`src/rtl/wdog_pkg.sv`:
```
`timescale 1ns/1ps
// Shared defaults and types for the execution-time watchdog channel.
// Assumes: consumers take widths as parameters defaulting to these values.
package wdog_pkg;
    localparam int DEF_CNT_W  = 16;
    localparam int DEF_PACE_W = 2;

    // Which register currently owns the data-out bus.
    typedef enum logic [2:0] {
        SRC_NONE = 3'd0,
        SRC_CNT  = 3'd1,
        SRC_CTL  = 3'd2,
        SRC_MAX  = 3'd3,
        SRC_MIN  = 3'd4
    } dout_src_e;
endpackage

```
`src/rtl/wdog_rate_sel.sv`:
```
`timescale 1ns/1ps
// Picks one divider tick by the rate select and gates it with run.
// Assumes: each tick is a one-clock-wide enable pulse from a shared divider.
module wdog_rate_sel #(
    parameter int PACE_W = 2,
    localparam int NUM_RATES = 1 << PACE_W
) (
    input  logic [NUM_RATES-1:0] ticks_i,
    input  logic [PACE_W-1:0]    pace_i,
    input  logic                 run_i,
    output logic                 step_o
);
    logic [NUM_RATES-1:0] hit;

    // One AND term per rate; the select matches exactly one index.
    for (genvar i = 0; i < NUM_RATES; i++) begin : g_rate
        assign hit[i] = ticks_i[i] && (pace_i == PACE_W'(i));
    end

    // Step only when enabled and the chosen rate pulses.
    assign step_o = run_i && (|hit);
endmodule

```
`src/rtl/wdog_down_cnt.sv`:
```
`timescale 1ns/1ps
// Down-counter with prioritised loads that holds at zero.
// Assumes: step_i is a single-cycle enable; all loads are synchronous.
module wdog_down_cnt #(
    parameter int CNT_W = 16
) (
    input  logic             clk,
    input  logic             rst_n,
    input  logic             clr_i,
    input  logic             rst_cnt_i,
    input  logic             ld_din_i,
    input  logic [CNT_W-1:0] din_i,
    input  logic             ld_max_i,
    input  logic [CNT_W-1:0] max_i,
    input  logic             step_i,
    output logic [CNT_W-1:0] cnt_o,
    output logic             zero_o
);
    logic [CNT_W-1:0] cnt_q;

    // Counter update with clear > reset strobe > data load > max copy > step.
    always_ff @(posedge clk) begin
        if (!rst_n || clr_i) begin
            cnt_q <= '1;
        end else if (rst_cnt_i) begin
            cnt_q <= '1;
        end else if (ld_din_i) begin
            cnt_q <= din_i;
        end else if (ld_max_i) begin
            cnt_q <= max_i;
        end else if (step_i && !zero_o) begin
            cnt_q <= cnt_q - 1'b1;
        end
    end

    // Terminal count decode.
    assign zero_o = (cnt_q == '0);
    assign cnt_o  = cnt_q;
endmodule

```
`src/rtl/wdog_bound_chk.sv`:
```
`timescale 1ns/1ps
// Lower-bound compare and upper-bound request latch for one channel.
// Assumes: elapsed time is max minus count in modular arithmetic.
module wdog_bound_chk #(
    parameter int CNT_W = 16
) (
    input  logic             clk,
    input  logic             rst_n,
    input  logic             clr_i,
    input  logic             ack_i,
    input  logic             tc_i,
    input  logic [CNT_W-1:0] cnt_i,
    input  logic [CNT_W-1:0] max_i,
    input  logic [CNT_W-1:0] min_i,
    output logic             irq_o,
    output logic             early_o
);
    logic [CNT_W-1:0] elapsed;
    logic             irq_q;

    // Time spent since the budget was loaded, and the too-early compare.
    always_comb begin
        elapsed = max_i - cnt_i;
        early_o = (elapsed < min_i);
    end

    // Set/reset latch: clear wins, terminal count sets, else hold.
    always_ff @(posedge clk) begin
        if (!rst_n || clr_i || ack_i) begin
            irq_q <= 1'b0;
        end else if (tc_i) begin
            irq_q <= 1'b1;
        end
    end

    assign irq_o = irq_q;
endmodule

```
`src/rtl/wdog_exec_chan.sv`:
```
`timescale 1ns/1ps
// One execution-time watchdog channel: control word, max/min constants,
// prescaled down-counter, expiry request latch and too-early flag, with
// per-register load and output-enable strobes on shared buses.
// Assumes: the host raises at most the strobes it means; output enables
// are resolved by fixed priority so the bus never has two sources.
module wdog_exec_chan #(
    parameter int CNT_W  = wdog_pkg::DEF_CNT_W,
    parameter int PACE_W = wdog_pkg::DEF_PACE_W,
    localparam int NUM_RATES = 1 << PACE_W,
    localparam int CTL_W     = PACE_W + 1
) (
    input  logic                 clk,
    input  logic                 rst_n,
    input  logic                 clr_i,
    input  logic [NUM_RATES-1:0] ticks_i,
    input  logic [CNT_W-1:0]     din_i,
    input  logic                 ld_ctl_i,
    input  logic                 ld_cnt_i,
    input  logic                 ld_cnt_max_i,
    input  logic                 ld_max_i,
    input  logic                 ld_min_i,
    input  logic                 cnt_rst_i,
    input  logic                 oe_ctl_i,
    input  logic                 oe_cnt_i,
    input  logic                 oe_max_i,
    input  logic                 oe_min_i,
    input  logic                 ack_i,
    output logic [CNT_W-1:0]     dout_o,
    output logic                 dout_en_o,
    output logic                 tc_o,
    output logic                 irq_o,
    output logic                 early_o
);
    import wdog_pkg::*;

    logic [CTL_W-1:0] ctl_q;
    logic [CNT_W-1:0] max_q;
    logic [CNT_W-1:0] min_q;
    logic [CNT_W-1:0] cnt_val;
    logic             step_en;
    dout_src_e        src;

    // Control word: run bit on top, rate select below.
    always_ff @(posedge clk) begin
        if (!rst_n || clr_i) begin
            ctl_q <= '0;
        end else if (ld_ctl_i) begin
            ctl_q <= din_i[CTL_W-1:0];
        end
    end

    // Maximum execution-time constant.
    always_ff @(posedge clk) begin
        if (!rst_n || clr_i) begin
            max_q <= '0;
        end else if (ld_max_i) begin
            max_q <= din_i;
        end
    end

    // Minimum execution-time constant.
    always_ff @(posedge clk) begin
        if (!rst_n || clr_i) begin
            min_q <= '0;
        end else if (ld_min_i) begin
            min_q <= din_i;
        end
    end

    wdog_rate_sel #(.PACE_W(PACE_W)) u_rate (
        .ticks_i (ticks_i),
        .pace_i  (ctl_q[PACE_W-1:0]),
        .run_i   (ctl_q[CTL_W-1]),
        .step_o  (step_en)
    );

    wdog_down_cnt #(.CNT_W(CNT_W)) u_cnt (
        .clk       (clk),
        .rst_n     (rst_n),
        .clr_i     (clr_i),
        .rst_cnt_i (cnt_rst_i),
        .ld_din_i  (ld_cnt_i),
        .din_i     (din_i),
        .ld_max_i  (ld_cnt_max_i),
        .max_i     (max_q),
        .step_i    (step_en),
        .cnt_o     (cnt_val),
        .zero_o    (tc_o)
    );

    wdog_bound_chk #(.CNT_W(CNT_W)) u_bound (
        .clk     (clk),
        .rst_n   (rst_n),
        .clr_i   (clr_i),
        .ack_i   (ack_i),
        .tc_i    (tc_o),
        .cnt_i   (cnt_val),
        .max_i   (max_q),
        .min_i   (min_q),
        .irq_o   (irq_o),
        .early_o (early_o)
    );

    // Resolve which register owns the data-out bus this cycle.
    always_comb begin
        if (oe_cnt_i)      src = SRC_CNT;
        else if (oe_ctl_i) src = SRC_CTL;
        else if (oe_max_i) src = SRC_MAX;
        else if (oe_min_i) src = SRC_MIN;
        else               src = SRC_NONE;
    end

    // Drive the selected register, zero when idle.
    always_comb begin
        dout_en_o = (src != SRC_NONE);
        case (src)
            SRC_CNT: dout_o = cnt_val;
            SRC_CTL: dout_o = {{(CNT_W-CTL_W){1'b0}}, ctl_q};
            SRC_MAX: dout_o = max_q;
            SRC_MIN: dout_o = min_q;
            default: dout_o = '0;
        endcase
    end
endmodule

```
`config.mk`:
```
export PLATFORM = sky130hd
export DESIGN_NAME = wdog_exec_chan
export DESIGN_NICKNAME = d
export VERILOG_FILES = /design/src/rtl/wdog_pkg.sv /design/src/rtl/wdog_rate_sel.sv /design/src/rtl/wdog_down_cnt.sv /design/src/rtl/wdog_bound_chk.sv /design/src/rtl/wdog_exec_chan.sv
export SDC_FILE = /design/constraint.sdc
export NUM_CORES = 1
export LEC_CHECK = 0
export ABC_CLOCK_PERIOD_IN_PS = 3820
export BUFFER_PORTS_ARGS = -buffer_cell sky130_fd_sc_hd__buf_2
export CORE_MARGIN = 4
export CORE_UTILIZATION = 53
export DETAILED_ROUTE_END_ITERATION = 10
export GPL_ROUTABILITY_DRIVEN = 0
export PLACE_DENSITY = 0.71
export SLEW_MARGIN = 20
export SYNTH_ARGS = -nofsm -noshare
export SYNTH_HDL_FRONTEND = slang
export SYNTH_HIERARCHICAL = 1
export SYNTH_SLANG_ARGS = --single-unit
```
`constraint.sdc`:
```
create_clock -name clk -period 3.82 [get_ports clk]
set_input_delay 0.382 -clock clk [delete_from_list [all_inputs] [get_ports clk]]
set_output_delay 0.382 -clock clk [all_outputs]
set_load 0.01 [all_outputs]
```
Word level (Yosys, flattened, before mapping)

Cells that the tools add are included.
W data, S select, Z words.

Memories: 0
Latch bits: 0
Bits of input ports: 34
Flip-flop bits (word level): 52
Memory bits (writable): 0
Output and inout port bits: 20
Memory bits (read-only): 0

Mux-type cells: 8
Shift operators: 0
Div/mod/pow operators: 0
Bitwise gates (word level): 0
Multiply operators: 0
$lt $le $gt $ge: 1
$add $sub $neg: 2
Reductions and logical operators: 16
Equality and inequality tests: 7

Operator list:

| operator                | count |
|---|---|
| $pmux W16 S4            | 1 |
| $mux W16                | 3 |
| $logic_not A16 Y1       | 1 |
| $lt A16 B16 Y1          | 1 |
| $sub A16 B1 Y16 const B | 1 |
| $sub A16 B16 Y16        | 1 |
| $mux W3                 | 4 |
| $eq A3 B2 Y1 const B    | 2 |
| $logic_and A1 B1 Y1     | 6 |
| $reduce_bool A3 Y1      | 2 |
| $eq A2 B2 Y1 const B    | 2 |
| $reduce_or A4 Y1        | 1 |
| $eq A3 B1 Y1 const B    | 1 |
| $eq A3 B3 Y1 const B    | 1 |
| $eq A2 B1 Y1 const B    | 1 |
| $logic_not A1 Y1        | 2 |
| $logic_not A2 Y1        | 1 |
| $logic_or A1 B1 Y1      | 2 |
| $reduce_or A2 Y1        | 1 |

Logic depth before layout (Yosys ltp)

Depth after elaboration: 8
Mapped depth: 14
Gate-level depth less buffers: 14

Modules after synthesis

Netlist, hierarchy kept.

By module, submodules not included:

| module         | cells an instance | sequential area each (um^2) | area an instance (um^2) | instances |
|---|---|---|---|---|
| wdog_exec_chan | 160               | 700.7                       | 1555.2                  | 1 |
| wdog_down_cnt  | 138               | 320.3                       | 1194.9                  | 1 |
| wdog_bound_chk | 153               | 20.0                        | 1136.1                  | 1 |
| wdog_rate_sel  | 2                 | 0.0                         | 28.8                    | 1 |

Worst setup path after synthesis

OpenSTA, ideal clock, no wires.

Path kind: reg-to-output
From: register u_cnt.cnt_q[2] (netlist: u_cnt/cnt_o[2])
To: output port early_o
Arrival: 3.134 ns
Slack: 0.304 ns
Data required time: 3.438 ns
Cell stages (with the launch flop): 14
Path buffers: 0
Cell sequence: dfxtp_1 > inv_1 > ha_1 > nor2b_4 > o31a_1 > o31a_4 > a221oi_4 > a21oi_2 > xor2_1 > ha_1 > a21o_1 > a21o_1 > a221o_1 > a31oi_1

Cells in the longest elaborated chain, start to end: 2

RTL lines:

| what                   | line                 | text |
|---|---|---|
| start, declared        | wdog_down_cnt.sv:19  | `logic [CNT_W-1:0] cnt_q;` |
| start signal, assigned | wdog_down_cnt.sv:28  | `cnt_q <= din_i;` |
| start signal, assigned | wdog_down_cnt.sv:30  | `cnt_q <= max_i;` |
| start signal, assigned | wdog_down_cnt.sv:32  | `cnt_q <= cnt_q - 1'b1;` |
| $sub A16 B16 Y16       | wdog_bound_chk.sv:23 | `elapsed = max_i - cnt_i;` |
| $lt A16 B16 Y1         | wdog_bound_chk.sv:24 | `early_o = (elapsed < min_i);` |
| end, declared          | wdog_exec_chan.sv:33 | `output logic early_o` |

Every way passes these cells.

Worst setup path after layout

From: register max_q[0]
To: output port early_o

Cells in the longest elaborated chain, start to end: 2

RTL lines:

| what                   | line                 | text |
|---|---|---|
| start, declared        | wdog_exec_chan.sv:38 | `logic [CNT_W-1:0] max_q;` |
| start signal, assigned | wdog_exec_chan.sv:58 | `max_q <= din_i;` |
| $sub A16 B16 Y16       | wdog_bound_chk.sv:23 |  |
| $lt A16 B16 Y1         | wdog_bound_chk.sv:24 |  |

Every way passes these cells.

==> out/qor.yml <==
power_density_mw_per_mm2: 268
cts_buffers: 5
hold_violations: 0
grt_max_degree: 36
status: "completed"
cts_num_sinks: 52
drt_iter0_drc: 343
htree_levels: 2
slew_headroom_pct: 29.7
path_cells: "inv_2 -> ha_4 -> fa_2 -> nor2b_4 -> o31a_1 -> o31a_4 -> a221oi_4 -> a21oi_2 -> xor2_1 -> ha_2 -> a21o_1 -> a21o_1 -> a221o_1 -> a31oi_1 -> buf_2"
rsz0062_at_grt: "yes"
antenna_left: 0
firstDrtPassIters: 8
placement_rows: 31
synthArstFlopShare_pct: 0
stdcell_count: 608
nets: 574
crit_fanout: 3
cp-end-kind: "output port"
antenna_found_initial: 0
worstSetupPathType: "flop to output port"
grt_overflow: 0
vias_per_cell: 5.98
use_met3_pct: 4.33
total_power_uw: 1190
drive_gt1_share_pct: 21.8
max_cap_violations: 0
n_antenna_cell: 0
synth_nets: 519
required_ps: 3440
syn-mean-instance-area_um2: 8.64
skew_ps: 6.33
cts_tree: "built"
drv_slew: 0
synth_flop_cell: "dfxtp_1"
die_x_um: 93.9
fillers: 682
clock_latency_ps: 310
drc: 0
die_area_mm2: 0.00883
slowest_delay_ps: 340
grtUsageMet1_pct: 31.8
initial_core_util_pct: 54.3
syn-instance-count: 453
synth_cell_types: 67
setup_viol: 0
critical_path.slowest_cell: "dfxtp_2"
wl_um: 10500
synth-edff-count: 0
period_share_pct: 97.5
fmax_mhz: 269
synth-seq-cells: 52
ios: 54
crit_path_frequent_cell: "a21o_1"
synth_area_mm2: 0.00392
max-clock-path-buffers: 2
start_kind: "flop"
wire_per_inst_um: 17.2
hold_class: "input pin to flop"
max-vdd-ir-drop_uv: 152
clk_pin_slew_ps: 90
finalCriticalPeriod_ps: 3720
cp.arrival_ps: 3340
dp_cells: 593
hpwl_um: 7430
synth_warnings: 6
tightestPinTransition_ps: 1050
cts_hold_buffers: 0
met2_usage_pct: 39.6
p_leak_uw: 0.00204
utilization_pct: 61.3
cts_root_buffer: "clkbuf_8"
io_buffers: 53
grt_usage_pct: 23.8
syn_to_final_growth_pct: 13.0
grt_pass1_wl_um: 16700
grt_pass1_vias: 3471
core_area_mm2: 0.00721
dieHeight_um: 93.9
vias: 3636
ys_seq_area_share_pct: 26.6
grt_busiest_layer: "met2"
==> area by class of cell <==
| type | count | area [µm²] | area share, % |
|---|---|---|---|
| clock buffers | 6 | 82.6 | 1.87 |
| clock inverters | 2 | 10.0 | 0.226 |
| inverters | 52 | 195 | 4.41 |
| multi-input cells | 328 | 2580 | 58.3 |
| flip-flops and latches | 52 | 1050 | 23.7 |
| well taps | 99 | 124 | 2.80 |
| repair buffers | 69 | 385 | 8.71 |
==> cell usage after synthesis (3+ instances only) <==
master,count,area share (%)
or4_1,3,0.58
nand2_1,14,1.3
a221oi_1,12,2.7
buf_4,3,0.58
o21ai_0,10,1.3
a21oi_1,18,2.3
xnor2_1,16,3.6
clkbuf_1,7,0.67
mux2i_1,43,11
a21o_1,7,1.3
xor2_1,4,0.89
o21a_1,7,1.3
nor3_1,7,0.89
dfxtp_1,52,27
nand3_1,6,0.77
o31a_1,3,0.67
o21ai_1,15,1.9
ha_1,31,9.9
o211ai_1,5,0.96
a211oi_1,4,0.77
nor2_1,55,5.3
inv_1,51,4.9
a221oi_2,3,1.2
o31ai_1,3,0.58
buf_2,8,1.0
a222oi_1,13,3.3
nor2b_1,8,1.3
==> repair_timing <==
item	in CTS	in global routing
buffers inserted	5	2
pin swaps	8	7
gates resized for setup	10	6
setup endpoints to repair	1	1
gates cloned	0	0
==> kinds of logic (layout without fill, tap and decap cells) <==
| logic type | count (synthesis) | after routing | share of synthesized area (%) |
|---|---|---|---|
| xor gates and xnor gates | 20 | 20 | 4.47 |
| muxes | 44 | 44 | 11.6 |
| DFF | 52 | 52 | 26.6 |
| buffers and inverters | 73 | 129 | 8.44 |
| adders and majority gates | 32 | 32 | 10.4 |
| and+or+nand+nor | 116 | 116 | 15.9 |
| AOI/OAI and AO/OA | 116 | 116 | 22.6 |
==> placed cells by master, fill, tap and decap left out, types with 7 or more instances in the layout <==
| cell | netlist | layout |
|---|---|---|
| nor2_1 | 55 | 55 |
| o21ai_0 | 10 | 9 |
| a221oi_1 | 12 | 12 |
| nand2_1 | 14 | 14 |
| a21oi_1 | 18 | 18 |
| o21ai_1 | 15 | 15 |
| buf_2 | 8 | 53 |
| a21o_1 | 7 | 7 |
| xnor2_1 | 16 | 16 |
| ha_1 | 31 | 28 |
| inv_1 | 51 | 50 |
| mux2i_1 | 43 | 43 |
| o21a_1 | 7 | 7 |
| buf_4 | 3 | 16 |
| nor3_1 | 7 | 7 |
| a222oi_1 | 13 | 13 |
| dfxtp_1 | 52 | 46 |
| nor2b_1 | 8 | 8 |
==> flip-flops by register name, indices dropped and copies added (netlist names) <==
name and count:
max_q 16, min_q 16, u_cnt/cnt_o 16, ctl_q 3, u_bound/irq_o 1
==> layer usage <==
layer	vias up	share of wire [%]
met3	16	6.5
met4	0	1.4
met1	1738	46
li1	1759	-
met5	-	0
met2	123	46
==> per-stage QoR <==
step / setup WS (ps) / setup TNS (ps) / cell area [µm²] / hold slack, ps
final: 96.2 / 0 / 4430 / 231
after CTS: -30.9 / -30.9 / 4400 / 226
after floorplan: 304 / 0 / 3920 / 459
after global placement: 283 / 0 / 4240 / 488
after detailed placement: 239 / 0 / 4240 / 515
after global routing: -32.1 / -32.1 / 4430 / 220
==> critical path, delay by kind of cell (launching register included) <==
family / cells / cell delay (ps)
buffers and inverters: 2 / 220
XOR/XNOR: 1 / 150
adder cells (fa/ha/maj): 3 / 530
AND/OR/NAND/NOR: 1 / 50
flip-flops: 1 / 340
AO/OA/AOI/OAI: 8 / 1760
==> where the power goes <==
group	internal (µW)	switching, µW
Sequential	560	19.1
Clock	145	187
Combinational	122	154
Total	827	361
==> worst paths after layout <==
kind	from	endpoint	slack, ps	depth (start not counted)
worst max-delay path	max_q[0]	early_o	100	15
worst min-delay path	ack_i	u_bound/irq_o	230	2
worst min register to register	u_bound/irq_o	u_bound/irq_o	530	2
worst max register to register	u_cnt/cnt_o[0]	u_cnt/cnt_o[2]	1270	8
Note: power is estimated with default switching activity, not from simulation.
